==> src/rtl/psr_pkg.sv <==
package psr_pkg;

    localparam int PSR_W  = 8;
    localparam int IDX_W  = $clog2(PSR_W);
    localparam int FLAG_N = 5;

    // Field order is architectural: MSB first I,T,H,S,V,N,Z,C
    typedef struct packed {
        logic i;
        logic t;
        logic h;
        logic s;
        logic v;
        logic n;
        logic z;
        logic c;
    } psr_t;

    typedef struct packed {
        logic h;
        logic v;
        logic n;
        logic z;
        logic c;
    } alu_flags_t;

endpackage

==> src/rtl/psr_flag_merge.sv <==
module psr_flag_merge
    import psr_pkg::*;
(
    input  logic [FLAG_N-1:0] cur_flags,
    input  logic [FLAG_N-1:0] upd_en,
    input  logic [FLAG_N-1:0] upd_val,
    output logic [FLAG_N-1:0] nxt_flags
);
    for (genvar k = 0; k < FLAG_N; k++) begin : g_flag
        assign nxt_flags[k] = upd_en[k] ? upd_val[k] : cur_flags[k];
    end
endmodule

==> src/rtl/psr_bit_xfer.sv <==
module psr_bit_xfer
    import psr_pkg::*;
(
    input  logic [IDX_W-1:0] sel_idx,
    input  logic [PSR_W-1:0] opnd,
    input  logic             t_cur,
    output logic             picked_bit,
    output logic [PSR_W-1:0] loaded_byte
);
    assign picked_bit = opnd[sel_idx];

    for (genvar k = 0; k < PSR_W; k++) begin : g_ins
        assign loaded_byte[k] = (sel_idx == IDX_W'(k)) ? t_cur : opnd[k];
    end
endmodule

==> src/rtl/psr_irq_ctrl.sv <==
module psr_irq_ctrl (
    input  logic cur_i,
    input  logic ack,
    input  logic ret,
    input  logic io_hit,
    input  logic io_i,
    output logic nxt_i
);
    // priority: acknowledge, then I/O write, then return
    always_comb begin
        nxt_i = cur_i;
        if (ret)    nxt_i = 1'b1;
        if (io_hit) nxt_i = io_i;
        if (ack)    nxt_i = 1'b0;
    end
endmodule

==> src/rtl/psr_unit.sv <==
module psr_unit
    import psr_pkg::*;
#(
    parameter int          IO_AW   = 6,
    parameter logic [IO_AW-1:0] PSR_ADR = IO_AW'(6'h3F)
) (
    input  logic                clk,
    input  logic                rst_n,
    input  logic [FLAG_N-1:0]   alu_we,
    input  logic [FLAG_N-1:0]   alu_val,
    input  logic                irq_ack,
    input  logic                irq_ret,
    input  logic                bst_en,
    input  logic [IDX_W-1:0]    xfer_idx,
    input  logic [PSR_W-1:0]    xfer_opnd,
    input  logic                io_we,
    input  logic [IO_AW-1:0]    io_addr,
    input  logic [PSR_W-1:0]    io_wdata,
    output logic [PSR_W-1:0]    status,
    output logic [PSR_W-1:0]    bld_byte
);

    psr_t       psr_q, psr_d;
    psr_t       io_w;
    alu_flags_t cur_f, alu_f;
    logic       io_hit;
    logic       t_pick;
    logic       i_nxt;

    assign io_w   = psr_t'(io_wdata);
    assign io_hit = io_we && (io_addr == PSR_ADR);
    assign cur_f  = '{h: psr_q.h, v: psr_q.v, n: psr_q.n, z: psr_q.z, c: psr_q.c};

    psr_flag_merge i_merge (
        .cur_flags (cur_f),
        .upd_en    (alu_we),
        .upd_val   (alu_val),
        .nxt_flags (alu_f)
    );

    psr_bit_xfer i_xfer (
        .sel_idx     (xfer_idx),
        .opnd        (xfer_opnd),
        .t_cur       (psr_q.t),
        .picked_bit  (t_pick),
        .loaded_byte (bld_byte)
    );

    psr_irq_ctrl i_irq (
        .cur_i  (psr_q.i),
        .ack    (irq_ack),
        .ret    (irq_ret),
        .io_hit (io_hit),
        .io_i   (io_w.i),
        .nxt_i  (i_nxt)
    );

    always_comb begin
        psr_d   = psr_q;
        psr_d.h = alu_f.h;
        psr_d.v = alu_f.v;
        psr_d.n = alu_f.n;
        psr_d.z = alu_f.z;
        psr_d.c = alu_f.c;
        if (bst_en) psr_d.t = t_pick;
        if (io_hit) psr_d = io_w;
        psr_d.i = i_nxt;
        psr_d.s = psr_d.n ^ psr_d.v;
    end

    always_ff @(posedge clk or negedge rst_n) begin
        if (!rst_n) psr_q <= '0;
        else        psr_q <= psr_d;
    end

    assign status = psr_q;


    sign_rel_chk: assert property (@(posedge clk) disable iff (!rst_n)
        status[4] == (status[3] ^ status[2]));


    ack_clr_chk: assert property (@(posedge clk) disable iff (!rst_n)
        irq_ack |=> !status[7]);


    ret_set_chk: assert property (@(posedge clk) disable iff (!rst_n)
        (irq_ret && !irq_ack && !io_hit) |=> status[7]);


    bst_copy_chk: assert property (@(posedge clk) disable iff (!rst_n)
        (bst_en && !io_hit) |=> status[6] == $past(xfer_opnd[xfer_idx]));


    flag_hold_chk: assert property (@(posedge clk) disable iff (!rst_n)
        (!io_hit && alu_we == '0) |=> $stable({status[5], status[3:0]}));


    irq_only_i_chk: assert property (@(posedge clk) disable iff (!rst_n)
        ((irq_ack || irq_ret) && !io_hit && !bst_en && alu_we == '0)
            |=> $stable(status[6:0]));

endmodule

==> config.mk <==
export PLATFORM = sky130hd
export DESIGN_NAME = psr_unit
export DESIGN_NICKNAME = d
export VERILOG_FILES = /design/src/rtl/psr_pkg.sv /design/src/rtl/psr_flag_merge.sv /design/src/rtl/psr_bit_xfer.sv /design/src/rtl/psr_irq_ctrl.sv /design/src/rtl/psr_unit.sv
export SDC_FILE = /design/constraint.sdc
export NUM_CORES = 1
export LEC_CHECK = 0
export ABC_AREA = 1
export BUFFER_PORTS_ARGS = -buffer_cell sky130_fd_sc_hd__buf_2
export CAP_MARGIN = 20
export CORE_UTILIZATION = 39
export CTS_CLUSTER_SIZE = 16
export DETAILED_ROUTE_END_ITERATION = 10
export PLACE_DENSITY = 0.87
export SLEW_MARGIN = 20
export SYNTH_ARGS = -nofsm -noshare
export SYNTH_HDL_FRONTEND = slang
export SYNTH_SLANG_ARGS = --single-unit
==> constraint.sdc <==
create_clock -name clk -period 1.6 [get_ports clk]
set_input_delay 0.24 -clock clk [delete_from_list [all_inputs] [get_ports clk]]
set_output_delay 0.24 -clock clk [all_outputs]
set_load 0.1 [all_outputs]
==> metrics <==
RSZ-0062 raised after global routing=false; CTS tree=yes; crit end category=output port; fin. max-slew vios=0; Die Span X=around 43 µm; initial antenna violation count=0; ys flop type=dfrtp_1; Final Cell Area=between 1000 and 1500 µm²; Worst slew margin=between 60% and 70%; share of the synthesized area in the top cell type=a little under a third; cts bufs inserted=3; DRT antenna net count=0; critical path data required time=between 1 and 1.5 ns; cells resized by post-CTS repair=0; Synth Instances=around 100; clock root buffer=clkbuf_4; fin crit share=94.0%; Post-synth top cells=44 x nand2_1, 12 x o21ai_0, 9 x inv_1, 9 x nand3_1, 8 x dfrtp_1; layout cells sized above 1=46.0%; crit start category=flip-flop; global-route wire length before repair=a little over 3 mm; CTS max path bufs=2; DR iter-0 viols=34; Fin Clk Skew=between 0.004 and 0.005 ns; most frequent cell after synthesis=nand2_1; clk_lat worst skew=between 0.2 and 0.3 ns; Core ar.=about 1500 µm²; DIE AREA=1840 µm²; synthesized net count=about 150; Final nets=between 200 and 250; Post-CTS Hold Buffers=1; vias in the first global route=about 800; register area share after synthesis=around 30%; Tot Pwr=962 µW; DRT Pass-1 Iters=6; WL per Instance=11.2 µm; Peak VDD IR=slightly below 0.0005 V; Post-synth EDFFs=0; Die Ht=~43 µm; Worst path slowest cell=dfrtp_1; footprint of the multi-input gates=between 400 and 500 µm²; worst hold slack=0.142 ns; CP Launch Point=status[6]; worst endpoint data arrival time=approximately 1.3 ns; Worst Path Class, Setup=flip-flop to output port; P per Cell Area=between 800 and 900 nW/µm²; Reg area=between 200 and 250 µm²; final setup violation count=0; Max stage delay on crit path=0.36 ns; Largest register FFs=8; DRC viols=0; hold path startpoint=irq_ack; H-Tree Depth=1; fin crit period=about 1.5 ns; gpl congestion=a little over 0.8; Cell Rows=14; final HPWL from detailed placement=between 1.5 and 2 mm; asr flop ratio synth=between 90% and 100%; Finished Core Util=about three quarters; Starting Density=a little over two fifths; Peak Freq=approximately 0.66 GHz; filler instances=~120; grt ovf=0; status=complete, no violations; DR vias=879; CTS sink cnt=8; post-synth cell types=18; Worst-path clk slew=0.06 ns; WL final=1.99 mm; Mean Syn Cell Area=roughly 6.3 µm²; n_diodes=0; area grow syn2layout=74.8%; FF-to-FF Start=status[2]; top cells by area, synth=dfrtp_1 31%, nand2_1 25%, o21ai_0 9.2%; PortBufs=55; GRT Resource Usage Total=22.5%; largest net degree at the start of global routing=11; CP Cell Sequence=inv_1 -> buf_4 -> o21ai_2 -> buf_12; # IOs=between 50 and 60; Yosys top cell by area=dfrtp_1; worst-margin pin slew=0.489 ns; synthesized flop and latch total=8; Lkg Pwr=around 0.00065 µW; max cap viols=0; min-delay worst type=input port to flip-flop; final hold vios=0; setup bufs post-CTS=0; Area after DPL=approximately 1100 µm²; Max Fanout on Critical Path=8; Ys Warns=0; vias per cell=between 4 and 5; Mapped Area=about 650 µm²
[worst max-delay path: cells and delay by family, from the launching register on]
kind	cells	cell delay, ns
buffers and inverters	3	0.43
AOI/OAI and AO/OA	1	0.21
DFF	1	0.36
[cell type report]
cell class	instances	area share, %
clock buffers	3	1.98
well taps	16	1.76
inverters	11	3.63
repair buffers	59	37.6
multi-input cells	80	37.4
flip-flops and latches	8	17.6
[layout by cell type (no fill, tap or decap)]
cell / count
buf_4: 3
a211oi_1: 1
o21ai_0: 6
mux2i_1: 3
dlygate4sd3_1: 1
a21oi_1: 2
nand2_1: 44
and3_1: 1
inv_2: 2
nand3b_1: 1
nand3_1: 9
a31oi_4: 2
buf_2: 47
inv_1: 9
buf_12: 8
dfrtp_1: 8
clkbuf_4: 3
nor2_2: 2
o21ai_2: 7
nor2_1: 2
[per-layer routing]
layer  GRT usage, %  wire [µm]
met1           23.4        755
met2           44.2       1070
met3           5.11        146
met4           5.63         14
met5              0          0
[where the power goes]
group	internal [µW]	switching, µW	total, µW	leakage (µW)
sequential	224	10.4	234	0.0000950
clock	86.0	70.8	157	0.0000138
combinational	160	410	570	0.000538
[cell families (layout without fill, tap and decap cells)]
kind of cell | Yosys count | count (layout) | share of synthesized area (%)
AO/OA/AOI/OAI | 18 | 18 | 15.2
buffers and inverters | 16 | 73 | 12.3
flip-flops | 8 | 8 | 30.8
multiplexers | 3 | 3 | 4.62
AND/OR/NAND/NOR | 59 | 59 | 37.1
[metrics by stage]
stage | std cells | setup slack, ns | setup TNS [ns]
2_1_floorplan | 104 | -0.0577 | -0.415
3_3_place_gp | 173 | 0.256 | 0
3_5_place_dp | 173 | 0.234 | 0
4_1_cts | 177 | 0.0838 | 0
5_1_grt | 177 | 0.0322 | 0
6_report | 177 | 0.0953 | 0
[worst paths after layout]
path                       slack, ns          end  cells past startpoint
setup / recovery                 0.1  bld_byte[6]                      4
hold / removal                  0.14    status[7]                      2
setup reg to reg                0.52    status[4]                      7
hold reg to reg                 0.55    status[6]                      2
max in group asynchronous       1.06    status[0]                      2
min in group asynchronous       0.37    status[6]                      2
No activity file was read; power rests on OpenSTA's default activity.
